## src/rtl/adc_res_pkg.sv

```systemverilog
// Package: shared constants for the result averaging and offset stage.
// Assumes a 12-bit converter and a 2-bit set-size code over sizes 4..32.
package adc_res_pkg;
    localparam int RES_W      = 12;  // result and raw word width
    localparam int AVG_SEL_W  = 2;   // width of the set-size code
    localparam int AVG_MIN_LG = 2;   // log2 of the smallest set (4)
endpackage

```

## src/rtl/adc_avg_accum.sv

```systemverilog
// Module: averaging accumulator.
// Passes raw words straight through when averaging is off. When on, sums
// 2**(MIN_LG+code) samples and emits sum >> (MIN_LG+code) on the last one.
// Assumes the set-size code is sampled at the first sample of each set.
module adc_avg_accum #(
    parameter int DATA_W = adc_res_pkg::RES_W,
    parameter int SEL_W  = adc_res_pkg::AVG_SEL_W,
    parameter int MIN_LG = adc_res_pkg::AVG_MIN_LG
) (
    input  logic              clk,
    input  logic              rst_n,
    input  logic              raw_valid,
    input  logic [DATA_W-1:0] raw_data,
    input  logic              avg_en,
    input  logic [SEL_W-1:0]  avg_sel,
    output logic              out_valid,
    output logic [DATA_W-1:0] out_data
);
    localparam int MAX_LG = MIN_LG + (1 << SEL_W) - 1;
    localparam int ACC_W  = DATA_W + MAX_LG;
    localparam int CNT_W  = MAX_LG;
    localparam int SH_W   = $clog2(MAX_LG + 1);

    logic [CNT_W-1:0] cnt_q;
    logic [SEL_W-1:0] sel_q;
    logic [ACC_W-1:0] acc_q;
    logic [SEL_W-1:0] sel_eff;
    logic [SH_W-1:0]  shift;
    logic [CNT_W-1:0] last_idx;
    logic [ACC_W-1:0] sum;
    logic             set_end;

    // Decode the active set size and the running sum including this sample.
    always_comb begin
        sel_eff  = (cnt_q == '0) ? avg_sel : sel_q;
        shift    = SH_W'(MIN_LG) + SH_W'(sel_eff);
        last_idx = CNT_W'((32'd1 << shift) - 32'd1);
        sum      = acc_q + ACC_W'(raw_data);
        set_end  = raw_valid && (cnt_q == last_idx);
    end

    // Select the direct word or the averaged word toward the offset stage.
    always_comb begin
        if (!avg_en) begin
            out_valid = raw_valid;
            out_data  = raw_data;
        end else begin
            out_valid = set_end;
            out_data  = DATA_W'(sum >> shift);
        end
    end

    // Advance the sample count, sum and captured code of the current set.
    always_ff @(posedge clk) begin
        if (!rst_n || !avg_en) begin
            cnt_q <= '0;
            acc_q <= '0;
            sel_q <= '0;
        end else if (raw_valid) begin
            if (cnt_q == '0)
                sel_q <= avg_sel;
            if (set_end) begin
                cnt_q <= '0;
                acc_q <= '0;
            end else begin
                cnt_q <= cnt_q + 1'b1;
                acc_q <= sum;
            end
        end
    end

    assert_code_captured_R4: assert property (@(posedge clk) disable iff (!rst_n)
        (avg_en && raw_valid && cnt_q == '0) |=> (sel_q == $past(avg_sel)));

    assert_set_restarts_R2: assert property (@(posedge clk) disable iff (!rst_n)
        (avg_en && out_valid) |=> (cnt_q == '0 && acc_q == '0));

    assert_partial_dropped_R13: assert property (@(posedge clk) disable iff (!rst_n)
        (!avg_en) |=> (cnt_q == '0 && acc_q == '0));
endmodule

```

## src/rtl/adc_ofs_corr.sv

```systemverilog
// Module: sign-magnitude offset correction with clamping.
// Adds or subtracts a magnitude and clamps the result to 0..2**DATA_W-1.
// Purely combinational; assumes the caller registers the output.
module adc_ofs_corr #(
    parameter int DATA_W = adc_res_pkg::RES_W
) (
    input  logic [DATA_W-1:0] in_data,
    input  logic [DATA_W-1:0] ofs_mag,
    input  logic              ofs_sub,
    output logic [DATA_W-1:0] out_data
);
    localparam int EXT_W = DATA_W + 2;
    localparam logic signed [EXT_W-1:0] FULL = EXT_W'((1 << DATA_W) - 1);

    logic signed [EXT_W-1:0] a_ext;
    logic signed [EXT_W-1:0] m_ext;
    logic signed [EXT_W-1:0] raw_sum;

    // Form the signed corrected value and clamp it to the code range.
    always_comb begin
        a_ext   = $signed({2'b00, in_data});
        m_ext   = $signed({2'b00, ofs_mag});
        raw_sum = ofs_sub ? (a_ext - m_ext) : (a_ext + m_ext);
        if (raw_sum < 0)
            out_data = '0;
        else if (raw_sum > FULL)
            out_data = '1;
        else
            out_data = raw_sum[DATA_W-1:0];
    end
endmodule

```

## src/rtl/adc_result_reg.sv

```systemverilog
// Module: result register with overwrite protection.
// Stores a corrected word unless an unread one is held with overwrite off.
// A read in the same cycle as a new word frees the register for that word.
module adc_result_reg #(
    parameter int DATA_W = adc_res_pkg::RES_W
) (
    input  logic              clk,
    input  logic              rst_n,
    input  logic              in_valid,
    input  logic [DATA_W-1:0] in_data,
    input  logic              ovwr_en,
    input  logic              rd_strobe,
    output logic [DATA_W-1:0] result,
    output logic              res_valid,
    output logic              done
);
    logic store;

    // Decide whether the incoming word may take the register.
    always_comb store = in_valid && (ovwr_en || !done || rd_strobe);

    // Update data, the update strobe and the unread flag.
    always_ff @(posedge clk) begin
        if (!rst_n) begin
            result    <= '0;
            res_valid <= 1'b0;
            done      <= 1'b0;
        end else begin
            res_valid <= store;
            if (store)
                result <= in_data;
            done <= store || (done && !rd_strobe);
        end
    end

    assert_keep_unread_R9: assert property (@(posedge clk) disable iff (!rst_n)
        (!ovwr_en && done && !rd_strobe) |=> ($stable(result) && !res_valid));

    assert_replace_R10: assert property (@(posedge clk) disable iff (!rst_n)
        (in_valid && ovwr_en) |=> (res_valid && result == $past(in_data)));

    assert_read_clears_R11: assert property (@(posedge clk) disable iff (!rst_n)
        (rd_strobe && !in_valid) |=> !done);
endmodule

```

## src/rtl/adc_result_stage.sv

```systemverilog
// Module: top of the averaging, offset and result stage.
// Chains accumulator -> offset correction -> result register; one register
// stage in total, so a completing raw word shows at the outputs next cycle.
module adc_result_stage #(
    parameter int DATA_W = adc_res_pkg::RES_W,
    parameter int SEL_W  = adc_res_pkg::AVG_SEL_W
) (
    input  logic              clk,
    input  logic              rst_n,
    input  logic              raw_valid,
    input  logic [DATA_W-1:0] raw_data,
    input  logic              avg_en,
    input  logic [SEL_W-1:0]  avg_sel,
    input  logic [DATA_W-1:0] ofs_mag,
    input  logic              ofs_sub,
    input  logic              ovwr_en,
    input  logic              rd_strobe,
    output logic [DATA_W-1:0] result,
    output logic              res_valid,
    output logic              done
);
    localparam logic [DATA_W:0] FULL = {1'b0, {DATA_W{1'b1}}};

    logic              avg_valid;
    logic [DATA_W-1:0] avg_data;
    logic [DATA_W-1:0] corr_data;

    adc_avg_accum #(.DATA_W(DATA_W), .SEL_W(SEL_W)) u_accum (
        .clk       (clk),
        .rst_n     (rst_n),
        .raw_valid (raw_valid),
        .raw_data  (raw_data),
        .avg_en    (avg_en),
        .avg_sel   (avg_sel),
        .out_valid (avg_valid),
        .out_data  (avg_data)
    );

    adc_ofs_corr #(.DATA_W(DATA_W)) u_ofs (
        .in_data  (avg_data),
        .ofs_mag  (ofs_mag),
        .ofs_sub  (ofs_sub),
        .out_data (corr_data)
    );

    adc_result_reg #(.DATA_W(DATA_W)) u_res (
        .clk       (clk),
        .rst_n     (rst_n),
        .in_valid  (avg_valid),
        .in_data   (corr_data),
        .ovwr_en   (ovwr_en),
        .rd_strobe (rd_strobe),
        .result    (result),
        .res_valid (res_valid),
        .done      (done)
    );

    assert_floor_R7: assert property (@(posedge clk) disable iff (!rst_n)
        (ofs_sub && avg_data < ofs_mag) |-> (corr_data == '0));

    assert_ceiling_R8: assert property (@(posedge clk) disable iff (!rst_n)
        (!ofs_sub && ({1'b0, avg_data} + {1'b0, ofs_mag}) > FULL) |-> (corr_data == FULL[DATA_W-1:0]));
endmodule

```

## config.mk

```make
export PLATFORM = sky130hd
export DESIGN_NAME = adc_result_stage
export DESIGN_NICKNAME = d
export VERILOG_FILES = /design/src/rtl/adc_res_pkg.sv /design/src/rtl/adc_avg_accum.sv /design/src/rtl/adc_ofs_corr.sv /design/src/rtl/adc_result_reg.sv /design/src/rtl/adc_result_stage.sv
export SDC_FILE = /design/constraint.sdc
export NUM_CORES = 1
export LEC_CHECK = 0
export CAP_MARGIN = 20
export CORE_AREA = 4 4 107 109
export CTS_CLUSTER_SIZE = 8
export DETAILED_ROUTE_END_ITERATION = 8
export DIE_AREA = 0 0 111 113
export HOLD_SLACK_MARGIN = 0.03
export SLEW_MARGIN = 10
export SYNTH_ARGS = -nofsm -noshare
export SYNTH_HDL_FRONTEND = slang
export SYNTH_HIERARCHICAL = 1
export SYNTH_SLANG_ARGS = --single-unit
```

## constraint.sdc

```tcl
create_clock -name clk -period 8.36 [get_ports clk]
set_input_delay 1.672 -clock clk [delete_from_list [all_inputs] [get_ports clk]]
set_output_delay 1.672 -clock clk [all_outputs]
set_load 0.03 [all_outputs]
```

After elaboration in Yosys (flattened, before gate mapping)
Cells that the tools add are included.
Word-level totals
  input port bits: 33
  register bits after elaboration: 38
Cells by class
  mux-type cells: 8
  reductions and logical operators: 12
  shift-type cells: 2
  equality and inequality tests: 1
  $add $sub $neg: 6
  order comparisons: 2
Operators by type and width (number)
  $mux W12: 3
  $add A17 B12 Y17: 1
  $mux W17: 1
  $shr A17 B3 Y12: 1
  $gt A14 B13 Y1 const B: 1
  $lt A14 B1 Y1 const B: 1
  $mux W14: 1
  $add A12 B12 Y13: 1
  $sub A12 B12 Y13: 1
  $add A5 B1 Y5 const B: 1
  $eq A5 B5 Y1: 1
  $logic_not A5 Y1: 1
  $mux W5: 1
  $shl A1 B3 Y5 const A: 1
  $sub A5 B1 Y5 const B: 1
  $logic_not A1 Y1: 4
  $logic_or A1 B1 Y1: 4
  $add A2 B2 Y3 const A: 1
  $logic_and A1 B1 Y1: 3
  $mux W2: 1
  $mux W1: 1

Logic depth before layout (Yosys ltp)
Gate-level depths: netlist (run 1).
  depth after elaboration: 10
  mapped depth: 22

Cells and area by module
Netlist (run 1), hierarchy kept.
By module, submodules not included
  adc_avg_accum: instances 1, area each 2265.9 um^2, seq. area each 480.5 um^2, cells each 291
  adc_ofs_corr: instances 1, area each 1316.3 um^2, seq. area each 0.0 um^2, cells each 171
  adc_result_reg: instances 1, area each 575.6 um^2, seq. area each 280.3 um^2, cells each 59

Worst setup path after synthesis (run 1)
No wires, ideal clock.
  kind: input port to flip-flop
  start: input raw_data[0]
  end: register u_res.result[9]
  arrival: 5.413 ns
  required time: 8.288 ns
  stages: 18
  setup slack: 2.875 ns
  buffers on the path: 0
  cell sequence: ha_1 -> inv_1 -> fa_1 -> nor2b_1 -> o31ai_4 -> a22oi_2 -> a21oi_4 -> xnor2_1 -> mux4_2 -> mux2_4 -> ha_1 -> nor4_4 -> o31ai_2 -> a31o_1 -> a221o_1 -> a21oi_2 -> nand2_1 -> mux2i_1
Between the ends
  word-level cells in the longest chain between the ends: 8
  elaborated cells on any way between the ends: 10
RTL lines
  start, declared: line adc_result_stage.sv:11  | input logic [DATA_W-1:0] raw_data,
  $add A17 B12 Y17 (*): line adc_avg_accum.sv:38  | sum = acc_q + ACC_W'(raw_data);
  $shr A17 B3 Y12 (*): line adc_avg_accum.sv:49  | out_data = DATA_W'(sum >> shift);
  $mux W12 (*): line adc_avg_accum.sv:44  | if (!avg_en) begin
  via avg_data[5]: line adc_result_stage.sv:25  | logic [DATA_W-1:0] avg_data;
  $add A12 B12 Y13 / $sub A12 B12 Y13 (equally long branches): line adc_ofs_corr.sv:23  | raw_sum = ofs_sub ? (a_ext - m_ext) : (a_ext + m_ext);
  $mux W14 (*): line adc_ofs_corr.sv:23
  $gt A14 B13 Y1: line adc_ofs_corr.sv:26  | else if (raw_sum > FULL)
  $mux W12: line adc_ofs_corr.sv:26
  $mux W12 (*): line adc_ofs_corr.sv:24  | if (raw_sum < 0)
  via corr_data[9]: line adc_result_stage.sv:26  | logic [DATA_W-1:0] corr_data;
  end signal, assigned: line adc_result_reg.sv:31  | result <= in_data;
  end, declared: line adc_result_reg.sv:13  | output logic [DATA_W-1:0] result,
The timed path passes the listed nets; every way through them passes the cells marked *.
A chain may end at the register's enable or synchronous reset.

Final worst setup path (run 1)
  start: input raw_data[0]
  end: register u_res.result[11]
The elaborated chain is that of the path after synthesis.

==> results of run 1 <==
registers in the layout, indices dropped and copies added (netlist names):
register,count
u_res/res_valid,1
u_res/result,12
u_accum/cnt_q,5
u_accum/acc_q,17
u_accum/sel_q,2
u_res/done,1
layout make-up:
cell class / count / area (um^2)
Tap cell: 140 / 175
Timing Repair Buffer: 47 / 468
Fill cell: 1061 / 5820
Clock buffer: 5 / 68.8
Multi-Input combinational cell: 419 / 3100
Inverter: 37 / 139
Sequential cell: 38 / 761
Clock inverter: 3 / 68.8
worst reg2reg max path: stages (launching register included):
cell	delay, ns
dfxtp_1	0.34
ha_1	0.19
inv_1	0.06
fa_1	0.41
nor2b_1	0.27
o31ai_4	0.11
a22oi_2	0.27
a21oi_4	0.11
xnor2_1	0.17
mux4_2	0.48
mux2_4	0.28
ha_1	0.48
and3_4	0.26
o21ai_0	0.13
a32oi_1	0.34
a31oi_1	0.16
mux2i_1	0.15
a211oi_1	0.22
nand2_1	0.07
mux2i_1	0.15
final timing paths:
kind                                      start                             to  slack, ns  depth (start not counted)
hold reg to reg    u_res/result[8]$_SDFFE_PN0P_   u_res/result[8]$_SDFFE_PN0P_       0.46                          2
hold / removal     u_res/result[8]$_SDFFE_PN0P_   u_res/result[8]$_SDFFE_PN0P_       0.46                          2
setup reg to reg  u_accum/acc_q[0]$_SDFFE_PP0P_  u_res/result[11]$_SDFFE_PN0P_       3.62                         19
setup / recovery                    raw_data[0]  u_res/result[11]$_SDFFE_PN0P_       2.09                         20
layer usage:
metal	global-route usage, %	wire length, um	up-vias
li1	-	-	1939
met1	21.0	5010	1845
met2	30.7	5260	101
met3	2.51	429	17
met4	4.60	199	0
met5	0	0	-
cell families after synthesis:
logic type               after synthesis  share of synthesized area (%)
multiplexers                          31                           8.13
XOR/XNOR                              23                           4.85
AND/OR/NAND/NOR                      166                           20.4
adder cells (fa/ha/maj)               42                           13.2
flip-flops                            38                           18.3
AO/OA/AOI/OAI                        157                           28.0
buffers and inverters                 64                           7.10
placed cells by master (no fill, tap or decap), types with 15 or more instances in the layout:
cell / netlist / layout
inv_1: 36 / 36
mux2i_1: 24 / 24
nand3_1: 26 / 26
o21ai_0: 15 / 15
a21oi_1: 49 / 49
ha_1: 39 / 39
nor2_1: 28 / 28
nand2_1: 65 / 65
dfxtp_1: 38 / 38
clkdlybuf4s50_1: 0 / 46
power by group:
part           total [mW]  switching (mW)  internal [mW]  leakage [nW]
clock network       0.198          0.0785          0.120        0.0683
logic               0.314           0.180          0.134          1.55
registers           0.195         0.00526          0.190         0.309
total               0.708           0.264          0.444          1.93
per-stage QoR:
step                      utilization (%)  std cells  area (um^2)  hold slack (ns)
after global placement               43.8        681         4640            0.442
after global routing                 45.1        689         4780            0.489
final                                45.1        689         4780            0.458
after detailed placement             43.8        681         4640            0.449
after CTS                            45.1        689         4780            0.462
after floorplan                         -        521         4160            0.445
==> flow_metrics.tcl, run 1 <==
set metrics [dict create \
    cp.arrival_ns 6.50 \
    slew_viol_final 0 \
    rsz0062_at_grt "false" \
    cp.required_ns 8.59 \
    async_flop_share_pct 0 \
    pre_cts_ws_ns 1.82 \
    area_growth_pct 15.0 \
    synth_edf_count 0 \
    max_freq_mhz 159 \
    avgSynthCellArea_um2 7.98 \
    synth-main-ff-cell "dfxtp_1" \
    grt_pass1_vias 3763 \
    endpoint_kind "flip-flop" \
    finalHoldViolations 0 \
    post-route-period-util_pct 75.0 \
    numPortBuffers 46 \
    synth_common_cells "65 x nand2_1, 49 x a21oi_1, 39 x ha_1, 38 x dfxtp_1, 36 x inv_1" \
    root_buffer "clkbuf_8" \
    cts_hold_buf 0 \
    start_util_pct 39.2 \
    worst_slack_ns 2.09 \
    critPathSlowestCell "clkdlybuf4s50_1" \
    hpwl_mm 8.43 \
    clk_pin_slew_ns 0.09 \
    cts_resized 0 \
    wl_per_cell_um 15.8 \
    synthDistinctLibCells 84 \
    cts_tree "built" \
    yosysMostFrequentCell "nand2_1" \
    grt_antenna_before_repair 0 \
    synth_top_area_cell "dfxtp_1" \
    die_y_um 113 \
    grtUsageTotal_pct 17.0 \
    drt-initial-drc-count 182 \
    clk_latency_ns 0.30 \
    syn_area_um2 4160 \
    vias_per_cell 5.66 \
    fin_total_pwr_mw 0.708 \
    grt_first_pass_wirelength_mm 17.9 \
    ant_nets 0 \
    setup_viol 0 \
    maxCapViolCount 0 \
    die_area_um2 12500 \
    yosysSeqAreaShare_pct 18.3 \
    syn_inst 521 \
    cts_buffer_depth 2 \
    htreeDepth 2 \
    critPathMaxStageDelay_ns 0.49 \
    pwr_density_cell_nw_per_um2 148 \
    gp_congestion 0.926 \
    p_leak_nw 1.93 \
    synth-seq-cells 38 \
    vdd_drop_max_uv 79.3 \
    cts.sinks 38 \
    status "completed" \
    fin_crit_ns 6.27 \
    core_area_um2 10600 \
    syn_nets 596 \
    slew-limit-headroom_pct 36.0 \
    synthTopCellsByArea "dfxtp_1 18%, ha_1 12%, a21oi_1 5.9%" \
    vias 3902 \
    cts_buffers 5 \
    finalClockSkew_ns 0.00301 \
    route.detailed.drc 0 \
    fin_tns_setup_ns 0 \
    path_max_fanout 6 \
    grt_overflow 0 \
    netlist.area_leader.share_pct 18.3 \
    routed_wl_mm 10.9 \
    crit_chain "clkdlybuf4s50_1 -> ha_1 -> inv_1 -> fa_1 -> nor2b_1 -> o31ai_4 -> a22oi_2 -> a21oi_4 -> xnor2_1 -> mux4_2 -> mux2_4 -> ha_1 -> and3_4 -> o21ai_0 -> a32oi_1 -> a31oi_1 -> mux2i_1 -> a211oi_1 -> nand2_1 -> mux2i_1" \
    cp.buffers_inverters 2 \
    critPathTopFamily "compound AO/OA/AOI/OAI gates" \
    yosys_warnings 6 \
    postCtsSetupRepairBufs 0 \
    worstSetupPathType "in -> reg" \
    dieWidth_um 111 \
    min-delay-path-class "reg -> reg" \
    cp-start-kind "input pin" \
    drive_gt1_share_pct 9.11 \
    rows 38 \
    grt_max_degree 29 \
    final_nets 623 \
    antenna_cells 0 \
    io_pins 47 \
    worst_pin_slew_ns 0.957 \
    drt_pre_antenna_iters 5 \
]
Power figures use the tool's default switching activity.
==> inputs of run 2 (changes only) <==
==> constraint.sdc (replaced) <==
create_clock -name clk -period 6.5 [get_ports clk]
set_input_delay 1.3 -clock clk [delete_from_list [all_inputs] [get_ports clk]]
set_output_delay 1.3 -clock clk [all_outputs]
set_load 0.03 [all_outputs]
==> flow_metrics.tcl, run 2 (same netlist as run 1, synthesis figures left out) <==
set metrics [dict create \
    status "completed" \
    routed_wl_mm 11.0 \
    gp_congestion 0.944 \
    path_max_fanout 6 \
    reg2reg_depth 19 \
    cp.arrival_ns 6.08 \
    cts_tree "built" \
    die_area_um2 12500 \
    vias_per_cell 5.60 \
    fin_crit_ns 5.84 \
    grt_overflow 0 \
    cp.required_ns 6.73 \
    hold_start "u_res/result[0]$_SDFFE_PN0P_" \
    crit_chain "clkdlybuf4s50_1 -> ha_1 -> inv_1 -> fa_1 -> nor2b_1 -> o31ai_4 -> a22oi_2 -> a21oi_4 -> xnor2_1 -> mux4_2 -> mux2_4 -> ha_1 -> and3_4 -> o21ai_0 -> a32oi_1 -> a31oi_1 -> mux2i_1 -> a211oi_1 -> nand2_1 -> mux2i_1" \
    io_pins 47 \
    cts_resized 0 \
    fin_tns_setup_ns 0 \
    hold_end "u_res/result[0]$_SDFFE_PN0P_" \
    max_freq_mhz 171 \
    grt_pass1_vias 3822 \
    ant_nets 0 \
    setup_viol 0 \
    critPathMaxStageDelay_ns 0.49 \
    r2r_start "u_accum/acc_q[0]$_SDFFE_PP0P_" \
    cts_buffers 5 \
    finalHoldViolations 0 \
    cts_hold_buf 0 \
    vias 3884 \
    finalClockSkew_ns 0.00398 \
    cp-start-kind "input pin" \
    cts.sinks 38 \
    die_y_um 113 \
    dieWidth_um 111 \
    numPortBuffers 46 \
    route.detailed.drc 0 \
    largest_reg_flops 17 \
    critPathSlowestCell "clkdlybuf4s50_1" \
    grt_antenna_before_repair 0 \
    post-route-period-util_pct 89.9 \
    cts_buffer_depth 2 \
    area_growth_pct 14.7 \
    worstSetupPathType "in -> reg" \
    hold_depth 2 \
    hpwl_mm 8.60 \
    htreeDepth 2 \
    grt_max_degree 29 \
    vdd_drop_max_uv 83.2 \
    critPathTopFamily "compound AO/OA/AOI/OAI gates" \
    r2r-end "u_res/result[11]$_SDFFE_PN0P_" \
    final_nets 627 \
    cp.buffers_inverters 2 \
    postCtsSetupRepairBufs 0 \
    start_util_pct 39.2 \
    slew-limit-headroom_pct 36.8 \
    p_leak_nw 1.93 \
    top_regs "u_accum/acc_q (17), u_res/result (12), u_accum/cnt_q (5)" \
    rows 38 \
    clk_latency_ns 0.30 \
    top_register "u_accum/acc_q" \
    root_buffer "clkbuf_8" \
    final_common_cell "nand2_1" \
    endpoint_kind "flip-flop" \
    clk_pin_slew_ns 0.08 \
    pwr_density_cell_nw_per_um2 176 \
    grtUsageTotal_pct 17.4 \
    slew_viol_final 0 \
    grt_first_pass_wirelength_mm 18.4 \
    rsz0062_at_grt "false" \
    antenna_cells 0 \
    drt_pre_antenna_iters 4 \
    worst_pin_slew_ns 0.945 \
    drive_gt1_share_pct 9.76 \
    min-delay-path-class "reg -> reg" \
    maxCapViolCount 0 \
    final_util_pct 45.0 \
    layout_common_cells "65 x nand2_1, 49 x a21oi_1, 46 x clkdlybuf4s50_1, 39 x ha_1, 38 x dfxtp_1" \
    drt-initial-drc-count 193 \
    core_area_um2 10600 \
    wl_per_cell_um 15.9 \
    reg2reg_slack_ns 1.81 \
]
## run 2: cell types whose count changed in the layout (fill, tap and decap cells not counted), sizes merged
cell      previous run  this run
bufinv               2         0
clkinvlp             0         1
clkbuf               5         6
buf                  1         5
## run 2: report_power, final
part           switching (mW)  total, mW  internal (mW)
clock                  0.0963      0.182         0.0855
combinational           0.233      0.408          0.174
sequential            0.00667      0.251          0.244
## run 2: area by class of cell
type | count | area [um^2]
Inverter | 37 | 139
Timing Repair Buffer | 51 | 498
Sequential cell | 38 | 761
Clock buffer | 6 | 82.6
Fill cell | 1066 | 5830
Multi-Input combinational cell | 419 | 3100
Clock inverter | 2 | 12.5
Tap cell | 140 | 175
## run 2: worst register-to-register path, stage by stage, from the launching register on
cell	delay [ns]
dfxtp_1	0.34
ha_1	0.19
inv_1	0.06
fa_1	0.40
nor2b_1	0.26
o31ai_4	0.11
a22oi_2	0.23
a21oi_4	0.10
xnor2_1	0.18
mux4_2	0.47
mux2_4	0.28
ha_1	0.48
and3_4	0.26
o21ai_0	0.13
a32oi_1	0.35
a31oi_1	0.18
mux2i_1	0.16
a211oi_1	0.21
nand2_1	0.07
mux2i_1	0.16
## run 2: how the worst max path moves through the flow
stage | from | end | cells after the start
detailed placement | raw_data[0] | u_res/result[11]$_SDFFE_PN0P_ | 20
global route | raw_data[0] | u_res/result[11]$_SDFFE_PN0P_ | 20
CTS | raw_data[0] | u_res/result[11]$_SDFFE_PN0P_ | 20
floorplan | raw_data[0] | u_res/result[9]$_SDFFE_PN0P_ | 18
finish | raw_data[0] | u_res/result[11]$_SDFFE_PN0P_ | 20
global placement | raw_data[0] | u_res/result[8]$_SDFFE_PN0P_ | 20
## run 2: per-stage QoR
step           worst slack, ns  instances  hold slack (ns)  area [um^2]  power [mW]
2_1_floorplan             1.39        521            0.445         4160       0.559
3_3_place_gp             0.342        685            0.443         4670       0.658
3_5_place_dp             0.338        685            0.448         4670       0.661
4_1_cts                  0.648        693            0.461         4770       0.847
5_1_grt                  0.350        693            0.484         4770       0.900
6_report                 0.656        693            0.457         4770       0.841
## run 2: per-layer routing
| layer | track usage (%) | vias to the layer above | wire [um] |
|---|---|---|---|
| met5 | 0 | - | 0 |
| met4 | 4.43 | 0 | 112 |
| met3 | 2.62 | 10 | 494 |
| met2 | 31.1 | 87 | 5470 |
| met1 | 22.0 | 1842 | 4930 |
| li1 | - | 1945 | - |
